--- config.mk ---
export PLATFORM = sky130hd
export DESIGN_NAME = osc_trim_updater
export DESIGN_NICKNAME = d
export VERILOG_FILES = /design/src/rtl/osc_trim_pkg.sv /design/src/rtl/trim_step_sel.sv /design/src/rtl/trim_chain_math.sv /design/src/rtl/osc_trim_updater.sv
export SDC_FILE = /design/constraint.sdc
export NUM_CORES = 1
export LEC_CHECK = 0
export BUFFER_PORTS_ARGS = -buffer_cell sky130_fd_sc_hd__buf_2
export CAP_MARGIN = 10
export CORE_MARGIN = 1.5
export CORE_UTILIZATION = 44
export CTS_BUF_LIST = sky130_fd_sc_hd__clkbuf_8 sky130_fd_sc_hd__clkbuf_16
export DETAILED_ROUTE_END_ITERATION = 10
export PLACE_DENSITY_LB_ADDON = 0.1
export SETUP_SLACK_MARGIN = 0.05
export SYNTH_ARGS = -nofsm -noshare
export SYNTH_HDL_FRONTEND = slang
export SYNTH_HIERARCHICAL = 1
export SYNTH_SLANG_ARGS = --single-unit
--- constraint.sdc ---
create_clock -name clk -period 3.6 [get_ports clk]
set_clock_uncertainty 0.2 [all_clocks]
set_input_delay 0.72 -clock clk [delete_from_list [all_inputs] [get_ports clk]]
set_output_delay 0.72 -clock clk [all_outputs]
set_load 0.01 [all_outputs]
--- src/rtl/osc_trim_pkg.sv ---
package osc_trim_pkg;
  localparam int STAGE_W_DEF   = 8;
  localparam int DIV_W_DEF     = 4;
  localparam int DIV_MAX_DEF   = 9;
  localparam int COARSE_BIT_DEF = 5;

  typedef enum logic {
    DIR_DOWN = 1'b0,
    DIR_UP   = 1'b1
  } trim_dir_e;
endpackage

--- src/rtl/trim_step_sel.sv ---
module trim_step_sel #(
  parameter int STAGE_W    = 8,
  parameter int COARSE_BIT = 5
) (
  input  logic               coarse_i,
  output logic [STAGE_W-1:0] step_o
);
  localparam logic [STAGE_W-1:0] FINE_STEP   = STAGE_W'(1);
  localparam logic [STAGE_W-1:0] COARSE_STEP = FINE_STEP << COARSE_BIT;

  assign step_o = coarse_i ? COARSE_STEP : FINE_STEP;
endmodule

--- src/rtl/trim_chain_math.sv ---
module trim_chain_math
  import osc_trim_pkg::*;
#(
  parameter int STAGE_W = 8,
  parameter int DIV_W   = 4,
  parameter int DIV_MAX = 9
) (
  input  logic [STAGE_W-1:0] stage_i,
  input  logic [DIV_W-1:0]   div_i,
  input  trim_dir_e          dir_i,
  input  logic [STAGE_W-1:0] step_i,
  output logic [STAGE_W-1:0] nxt_stage_o,
  output logic [DIV_W-1:0]   nxt_div_o,
  output logic               clamp_hi_o,
  output logic               clamp_lo_o,
  output logic               carry_o,
  output logic               borrow_o,
  output logic               div_move_o
);
  localparam logic [DIV_W-1:0] DMAX = DIV_W'(DIV_MAX);

  function automatic logic [STAGE_W:0] add_ext(input logic [STAGE_W-1:0] a,
                                               input logic [STAGE_W-1:0] b);
    return {1'b0, a} + {1'b0, b};
  endfunction

  function automatic logic [STAGE_W:0] sub_ext(input logic [STAGE_W-1:0] a,
                                               input logic [STAGE_W-1:0] b);
    return {1'b0, a} - {1'b0, b};
  endfunction

  logic [STAGE_W:0] sum_w, dif_w;
  logic             at_top, at_bot;

  always_comb begin
    sum_w    = add_ext(stage_i, step_i);
    dif_w    = sub_ext(stage_i, step_i);
    carry_o  = (dir_i == DIR_UP)   && sum_w[STAGE_W];
    borrow_o = (dir_i == DIR_DOWN) && dif_w[STAGE_W];
    at_top   = (div_i >= DMAX);
    at_bot   = (div_i == '0);

    nxt_stage_o = (dir_i == DIR_UP) ? sum_w[STAGE_W-1:0] : dif_w[STAGE_W-1:0];
    nxt_div_o   = at_top ? DMAX : div_i;
    clamp_hi_o  = 1'b0;
    clamp_lo_o  = 1'b0;

    if (carry_o) begin
      if (at_top) begin
        nxt_stage_o = '1;
        clamp_hi_o  = 1'b1;
      end else begin
        nxt_div_o = div_i + DIV_W'(1);
      end
    end else if (borrow_o) begin
      if (at_bot) begin
        nxt_stage_o = '0;
        clamp_lo_o  = 1'b1;
      end else begin
        nxt_div_o = nxt_div_o - DIV_W'(1);
      end
    end

    div_move_o = (carry_o && !at_top) || (borrow_o && !at_bot);
  end
endmodule

--- src/rtl/osc_trim_updater.sv ---
module osc_trim_updater
  import osc_trim_pkg::*;
#(
  parameter int STAGE_W    = STAGE_W_DEF,
  parameter int DIV_W      = DIV_W_DEF,
  parameter int DIV_MAX    = DIV_MAX_DEF,
  parameter int COARSE_BIT = COARSE_BIT_DEF,
  parameter logic [STAGE_W-1:0] STAGE_RST = STAGE_W'(1) << (STAGE_W - 1)
) (
  input  logic               clk,
  input  logic               rst_n,
  input  logic               corr_valid,
  input  logic               corr_up,
  input  logic               corr_coarse,
  output logic [STAGE_W-1:0] stage_word,
  output logic [DIV_W-1:0]   div_code,
  output logic               sat_high,
  output logic               sat_low
);
  localparam logic [DIV_W-1:0] DMAX = DIV_W'(DIV_MAX);

  logic [STAGE_W-1:0] step_w, nxt_stage_w;
  logic [DIV_W-1:0]   nxt_div_w;
  logic               clamp_hi_w, clamp_lo_w, carry_evt, borrow_evt, div_move;
  trim_dir_e          dir_w;

  assign dir_w = corr_up ? DIR_UP : DIR_DOWN;

  trim_step_sel #(.STAGE_W(STAGE_W), .COARSE_BIT(COARSE_BIT)) u_step (
    .coarse_i (corr_coarse),
    .step_o   (step_w)
  );

  trim_chain_math #(.STAGE_W(STAGE_W), .DIV_W(DIV_W), .DIV_MAX(DIV_MAX)) u_math (
    .stage_i     (stage_word),
    .div_i       (div_code),
    .dir_i       (dir_w),
    .step_i      (step_w),
    .nxt_stage_o (nxt_stage_w),
    .nxt_div_o   (nxt_div_w),
    .clamp_hi_o  (clamp_hi_w),
    .clamp_lo_o  (clamp_lo_w),
    .carry_o     (carry_evt),
    .borrow_o    (borrow_evt),
    .div_move_o  (div_move)
  );

  always_ff @(posedge clk) begin
    if (!rst_n) begin
      stage_word <= STAGE_RST;
      div_code   <= '0;
      sat_high   <= 1'b0;
      sat_low    <= 1'b0;
    end else if (corr_valid) begin
      stage_word <= nxt_stage_w;
      div_code   <= nxt_div_w;
      sat_high   <= clamp_hi_w;
      sat_low    <= clamp_lo_w;
    end
  end


  div_max_chk: assert property (@(posedge clk) disable iff (!rst_n)
    div_code <= DMAX);


  idle_hold_chk: assert property (@(posedge clk) disable iff (!rst_n)
    !corr_valid |=> $stable(stage_word) && $stable(div_code)
                    && $stable(sat_high) && $stable(sat_low));


  sat_high_state_chk: assert property (@(posedge clk) disable iff (!rst_n)
    sat_high |-> (stage_word == '1) && (div_code == DMAX) && !sat_low);


  sat_low_state_chk: assert property (@(posedge clk) disable iff (!rst_n)
    sat_low |-> (stage_word == '0) && (div_code == '0));


  div_inc_chk: assert property (@(posedge clk) disable iff (!rst_n)
    corr_valid && carry_evt && div_move |=> div_code == $past(div_code) + DIV_W'(1));


  div_dec_chk: assert property (@(posedge clk) disable iff (!rst_n)
    corr_valid && borrow_evt && div_move |=> div_code == $past(div_code) - DIV_W'(1));


  div_still_chk: assert property (@(posedge clk) disable iff (!rst_n)
    corr_valid && !div_move |=> $stable(div_code));
endmodule

==> results of run 1 <==
cell usage in the layout, fill, tap and decap left out, types with 3 or more instances in the layout:
master and instances:
sky130_fd_sc_hd__nand3_1 5, sky130_fd_sc_hd__conb_1 6, sky130_fd_sc_hd__a21oi_1 12, sky130_fd_sc_hd__ha_1 20
sky130_fd_sc_hd__xor2_1 3, sky130_fd_sc_hd__a31oi_1 4, sky130_fd_sc_hd__o21ai_0 4, sky130_fd_sc_hd__buf_2 18
sky130_fd_sc_hd__o31ai_1 3, sky130_fd_sc_hd__mux2i_1 16, sky130_fd_sc_hd__nor2b_1 18, sky130_fd_sc_hd__nor2_1 6
sky130_fd_sc_hd__or3_1 3, sky130_fd_sc_hd__nand2_1 11, sky130_fd_sc_hd__nor3_1 3, sky130_fd_sc_hd__inv_1 17
sky130_fd_sc_hd__dfxtp_1 14, sky130_fd_sc_hd__clkbuf_8 4
state kept, by name, indices dropped and copies added (netlist names):
signal,count
sat_low,1
div_code,4
stage_word,8
sat_high,1
stage by stage:
stage	instances	total power, uW	utilization	hold slack, ns
2_1_floorplan	197	453	-	0.338
3_3_place_gp	249	513	0.494	0.295
3_5_place_dp	249	519	0.494	0.302
4_1_cts	253	680	0.510	0.323
5_1_grt	253	734	0.510	0.342
6_report	253	674	0.510	0.315
area by class of cell:
class                   count  share of cell area
multi-input cells         153               0.682
flip-flops and latches     14               0.161
repair buffers             19              0.0560
inverters                  17              0.0366
well taps                  46              0.0330
clock buffers               4              0.0316
layer usage:
layer | up-vias | track usage | share of wire
met2 | 30 | 0.318 | 0.49
met3 | 6 | 0.0214 | 0.032
met5 | - | 0 | 0
met1 | 664 | 0.233 | 0.47
met4 | 0 | 0.0489 | 0.013
li1 | 703 | - | -
how the worst max path moves through the flow:
stage | startpoint | to | slack, ns | cells past startpoint
6_report | corr_coarse | div_code[2] | 0.60 | 11
3_5_place_dp | corr_coarse | div_code[2] | 0.38 | 11
2_1_floorplan | corr_coarse | div_code[2] | 0.75 | 10
5_1_grt | corr_coarse | div_code[2] | 0.43 | 11
4_1_cts | corr_coarse | div_code[2] | 0.63 | 11
3_3_place_gp | corr_coarse | div_code[2] | 0.42 | 11
power by group:
group	total [uW]	internal [uW]	switching (uW)	leakage, uW
Combinational	319	143	176	0.000650
Clock	156	96.8	58.8	0.0000288
Sequential	200	174	25.2	0.000115
Total	674	414	260	0.000794
worst reg2reg max path: cells and delay by family (launching register included):
kind	cells	cell delay (ns)
fa+ha+maj	2	0.61
buf+inv	1	0.06
mux	1	0.13
flops	1	0.37
simple gates	3	0.43
compound gates	3	0.90
==> flow_metrics.py, run 1 <==
metrics = {
    "logic_synthesis": {
        "synthesis.yosys.warnings": 6,
        "avgSynthCellArea_sq_um": 8.41,
        "netlist_area_sq_um": 1620,
        "cell_count_after_synthesis": 192,
    },
    "place": {
        "number_of_buffers_added_on_ports": 18,
        "gp_congestion": 0.904,
        "placedInstanceArea_sq_um": 1690,
        "post-place-ws_ns": 0.380,
        "post-dp-hpwl_microns": 2660,
    },
    "min_path": {
        "min_delay_worst_endpoint": "sat_high",
        "count_of_cells_along_the_worst_hold_path": 2,
        "min_path_type": "reg2reg",
        "hold_path.startpoint": "sat_high",
    },
    "critical_path": {
        "critical_path_class": "in2reg",
        "cp_slowest_cell": "sky130_fd_sc_hd__fa_1",
        "cp.arrival_ns": 2.93,
        "critical-path-top-delay-family": "compound AO/OA/AOI/OAI gates",
        "worst-path-buf-inv": 2,
        "crit_path_cell_trace": "buf_2 -> inv_1 -> ha_1 -> fa_1 -> nand2b_1 -> a21oi_1 -> o211ai_1 -> a311o_1 -> and3_1 -> mux2i_1 -> nor2b_1",
        "timing.critical_path.to_type": "register",
        "critical_path_peak_fanout": 5,
        "critPathRequiredTime_ns": 3.54,
        "timing.critical_path.slowest_cell_delay_ns": 0.40,
        "timing.reg2reg.worst_path_depth": 10,
        "timing.reg2reg.setup_slack_ns": 0.79,
        "critical_path.startpoint_type": "input pin",
        "crit-reg2reg-launch": "stage_word[0]",
        "destination_of_the_worst_register_to_register_timing_path": "div_code[2]",
    },
    "drt": {
        "drc": 0,
        "wl_per_cell_microns": 13.7,
        "drtAntennaViolNets": 0,
        "initialDrtViolationCount": 94,
        "via_count": 1403,
        "drtPass1Iterations": 4,
        "average_via_count_per_standard_cell": 5.55,
        "finalWirelength_microns": 3460,
    },
    "sta": {
        "postLayoutSetupSlackWorst_ns": 0.602,
        "clock.fmax_mhz": 334,
        "setup_viol": 0,
        "tns_ns": 0,
        "fin_crit_ns": 3.00,
        "timing_hold_violations_final": 0,
        "timing.max_slew.rel_slack": 0.613,
        "total_count_of_max_transition_violations_in_the_final_report": 0,
        "unrepaired_setup_endpoints_after_global_routing": "no",
        "portion_of_the_clock_cycle_consumed_by_the_worst_path_in_the_final_layout": 0.833,
        "worst-slew-pin-transition_ns": 0.577,
    },
    "power": {
        "max_rail_drop_vdd_mv": 0.157,
        "power.static_leakage_uw": 0.000794,
        "power-per-cell-area_nw_per_um2": 387,
    },
    "finish": {
        "final_area_sq_um": 1740,
        "multi_input_comb_area_sq_um": 1190,
        "final_nets": 235,
        "drive_gt1_frac": 0.159,
        "nFillCells": 356,
        "inserted_diodes": 0,
        "syn2layout_area_growth_pct": 7.90,
        "ff_latch_area_sq_um": 280,
    },
    "cts": {
        "cts_tree": "done",
        "ctsLongestPathBuffers": 2,
        "clkLatencyLatePin_ns": 0.24,
        "cts-buffers-inserted": 3,
        "cts_setup_buffers": 0,
        "cts_hold_repair.buffers": 0,
        "clock-sinks": 14,
        "cts_root_buffer": "sky130_fd_sc_hd__clkbuf_8",
        "clk_pin_slew_ns": 0.06,
        "htreeDepth": 1,
        "postCtsResizedCells": 0,
    },
    "run_status": {
        "result_of_the_run": "finished clean",
    },
    "floorplanning": {
        "ioPinCount": 19,
        "die-height_microns": 63.6,
        "die_width_microns": 63.6,
        "placementRows": 21,
        "placeableCoreArea_sq_um": 3420,
        "effective_utilization_at_floorplan": 0.473,
        "die_area_sq_um": 4040,
    },
    "global_routing": {
        "grt_start_max_net_pins": 15,
        "first_pass_grt_wire_length_microns": 5860,
        "grt_antenna_before_repair": 0,
        "grt_pass1_vias": 1251,
        "grt_util_all_layers": 0.181,
        "grt_overflow_total": 0,
    },
    "flow_run": {
        "drv_cap": 0,
    },
}
Note: power is estimated with default switching activity, not from simulation.
==> run 2, diff against run 1 <==
- ABC_AREA: not set -> 1
- clock period: 3.6 -> 3.05 ns (I/O delays scaled with it)
==> flow_metrics.py, run 2 <==
metrics = {
    "critical_path": {
        "destination_of_the_worst_register_to_register_timing_path": "div_code[2]",
        "critical_path_peak_fanout": 6,
        "timing.reg2reg.setup_slack_ns": 0.51,
        "critical_path_class": "reg2reg",
        "crit_path_end": "div_code[2]",
        "crit_path_cell_trace": "inv_1 -> ha_1 -> nand3b_1 -> nand2_1 -> nand2_1 -> inv_1 -> ha_1 -> or2_0 -> a21boi_0 -> nand2_1 -> o21ai_0 -> nand2_1 -> nand2_1 -> inv_1 -> nand2_1 -> nand2_1 -> nor2_1",
        "crit-reg2reg-launch": "div_code[0]",
        "critPathRequiredTime_ns": 3.05,
        "timing.critical_path.slowest_cell_delay_ns": 0.42,
        "critical-path-top-cell-by-count": "sky130_fd_sc_hd__nand2_1",
        "cp_slowest_cell": "sky130_fd_sc_hd__dfxtp_1",
        "critical_path.startpoint_type": "register",
        "timing.reg2reg.worst_path_depth": 17,
        "timing.critical_path.to_type": "register",
        "worst_setup_path_startpoint": "div_code[0]",
        "cp.arrival_ns": 2.54,
    },
    "place": {
        "post-dp-hpwl_microns": 3000,
        "number_of_buffers_added_on_ports": 18,
        "gp_congestion": 0.852,
        "dp_cells": 360,
    },
    "global_routing": {
        "grt_util_all_layers": 0.187,
        "grt_pass1_vias": 1436,
        "grt_start_max_net_pins": 29,
        "grt_antenna_before_repair": 0,
        "grt_overflow_total": 0,
        "first_pass_grt_wire_length_microns": 6350,
    },
    "cts": {
        "cts_setup_buffers": 0,
        "cts-buffers-inserted": 3,
        "cts_tree": "done",
        "postCtsResizedCells": 0,
        "clk_pin_slew_ns": 0.06,
        "htreeDepth": 1,
        "cts_root_buffer": "sky130_fd_sc_hd__clkbuf_8",
        "cts_hold_repair.buffers": 0,
        "clock-sinks": 14,
        "ctsLongestPathBuffers": 2,
        "clkLatencyLatePin_ns": 0.25,
    },
    "floorplanning": {
        "placementRows": 23,
        "die_width_microns": 67.0,
        "die-height_microns": 67.0,
        "effective_utilization_at_floorplan": 0.454,
        "die_area_sq_um": 4490,
        "placeableCoreArea_sq_um": 3970,
        "ioPinCount": 19,
    },
    "sta": {
        "fin_crit_ns": 2.54,
        "setup_viol": 0,
        "unrepaired_setup_endpoints_after_global_routing": "no",
        "total_count_of_max_transition_violations_in_the_final_report": 0,
        "timing_hold_violations_final": 0,
        "tns_ns": 0,
        "clock.fmax_mhz": 394,
        "portion_of_the_clock_cycle_consumed_by_the_worst_path_in_the_final_layout": 0.832,
    },
    "drt": {
        "drc": 0,
        "finalWirelength_microns": 3780,
        "via_count": 1629,
        "wl_per_cell_microns": 10.4,
        "initialDrtViolationCount": 50,
        "drtPass1Iterations": 4,
        "average_via_count_per_standard_cell": 4.48,
        "drtAntennaViolNets": 0,
    },
    "finish": {
        "registers.top_by_ff_count": "stage_word",
        "syn2layout_area_growth_pct": 5.83,
        "final_nets": 342,
        "largest_registers_in_the_final_layout": "stage_word (8), div_code (4)",
        "largest_reg_flops": 8,
        "drive_gt1_frac": 0.124,
        "multi_input_comb_area_sq_um": 1190,
        "final_cell_mix": "sky130_fd_sc_hd__nand2_1 (94), sky130_fd_sc_hd__inv_1 (52), sky130_fd_sc_hd__nor2_1 (39)",
        "leading_cell_type_in_the_layout_fill_and_taps_excluded": "sky130_fd_sc_hd__nand2_1",
        "ff_latch_area_sq_um": 280,
        "inserted_diodes": 0,
        "nFillCells": 447,
        "layoutNonFillerInstCount": 364,
    },
    "min_path": {
        "hold_path.startpoint": "sat_low",
        "min_path_type": "reg2reg",
    },
    "run_status": {
        "result_of_the_run": "finished clean",
    },
    "power": {
        "max_rail_drop_vdd_mv": 0.243,
        "power-per-cell-area_nw_per_um2": 430,
        "power.static_leakage_uw": 0.00114,
    },
    "logic_synthesis": {
        "cell_count_after_synthesis": 301,
        "netlist_area_sq_um": 1800,
        "synthesis.yosys.warnings": 6,
        "avgSynthCellArea_sq_um": 5.99,
    },
    "flow_run": {
        "drv_cap": 0,
    },
}
==> run 2: power breakdown <==
part | total (uW) | internal [uW] | switching, uW
Sequential | 229 | 203 | 26.3
Clock | 188 | 115 | 73.2
Combinational | 404 | 150 | 254
Total | 821 | 467 | 354
==> run 2: how the worst min path moves through the flow <==
stage / to / cells past startpoint
floorplan: sat_low / 2
global placement: sat_high / 2
detailed placement: sat_high / 2
CTS: sat_high / 2
global route: sat_high / 2
finish: sat_low / 2
==> run 2: cell type report <==
class | instances | share of cell area
clock buffer | 4 | 0.0289
timing repair buffer | 18 | 0.0472
tap | 50 | 0.0328
sequential | 14 | 0.147
inverter | 59 | 0.119
multi-input combinational | 219 | 0.625
==> run 2: metrics by stage <==
| stage | utilization | instance area [sq um] | power, uW | hold WS, ns | setup WS [ns] |
|---|---|---|---|---|---|
| after floorplan | - | 1820 | 565 | 0.292 | 0.720 |
| after global placement | 0.466 | 1850 | 634 | 0.258 | 0.387 |
| after detailed placement | 0.466 | 1850 | 635 | 0.263 | 0.386 |
| after CTS | 0.480 | 1910 | 829 | 0.272 | 0.519 |
| after global routing | 0.480 | 1910 | 902 | 0.295 | 0.203 |
| final | 0.480 | 1910 | 821 | 0.269 | 0.511 |
==> run 2: metal layers <==
layer  vias up  global-route usage  part of all wire
met4         0              0.0689             0.016
met3         5              0.0101             0.021
met1       681               0.224              0.49
met2        22               0.348              0.47
li1        921                   -                 -
met5         -                   0                 0
==> run 2: critical path: cells and delay by family, from the launching register on <==
family          cells  cell delay (ns)
simple gates       10             0.93
flops               1             0.42
compound gates      2             0.25
fa+ha+maj           2             0.43
buf+inv             3             0.24
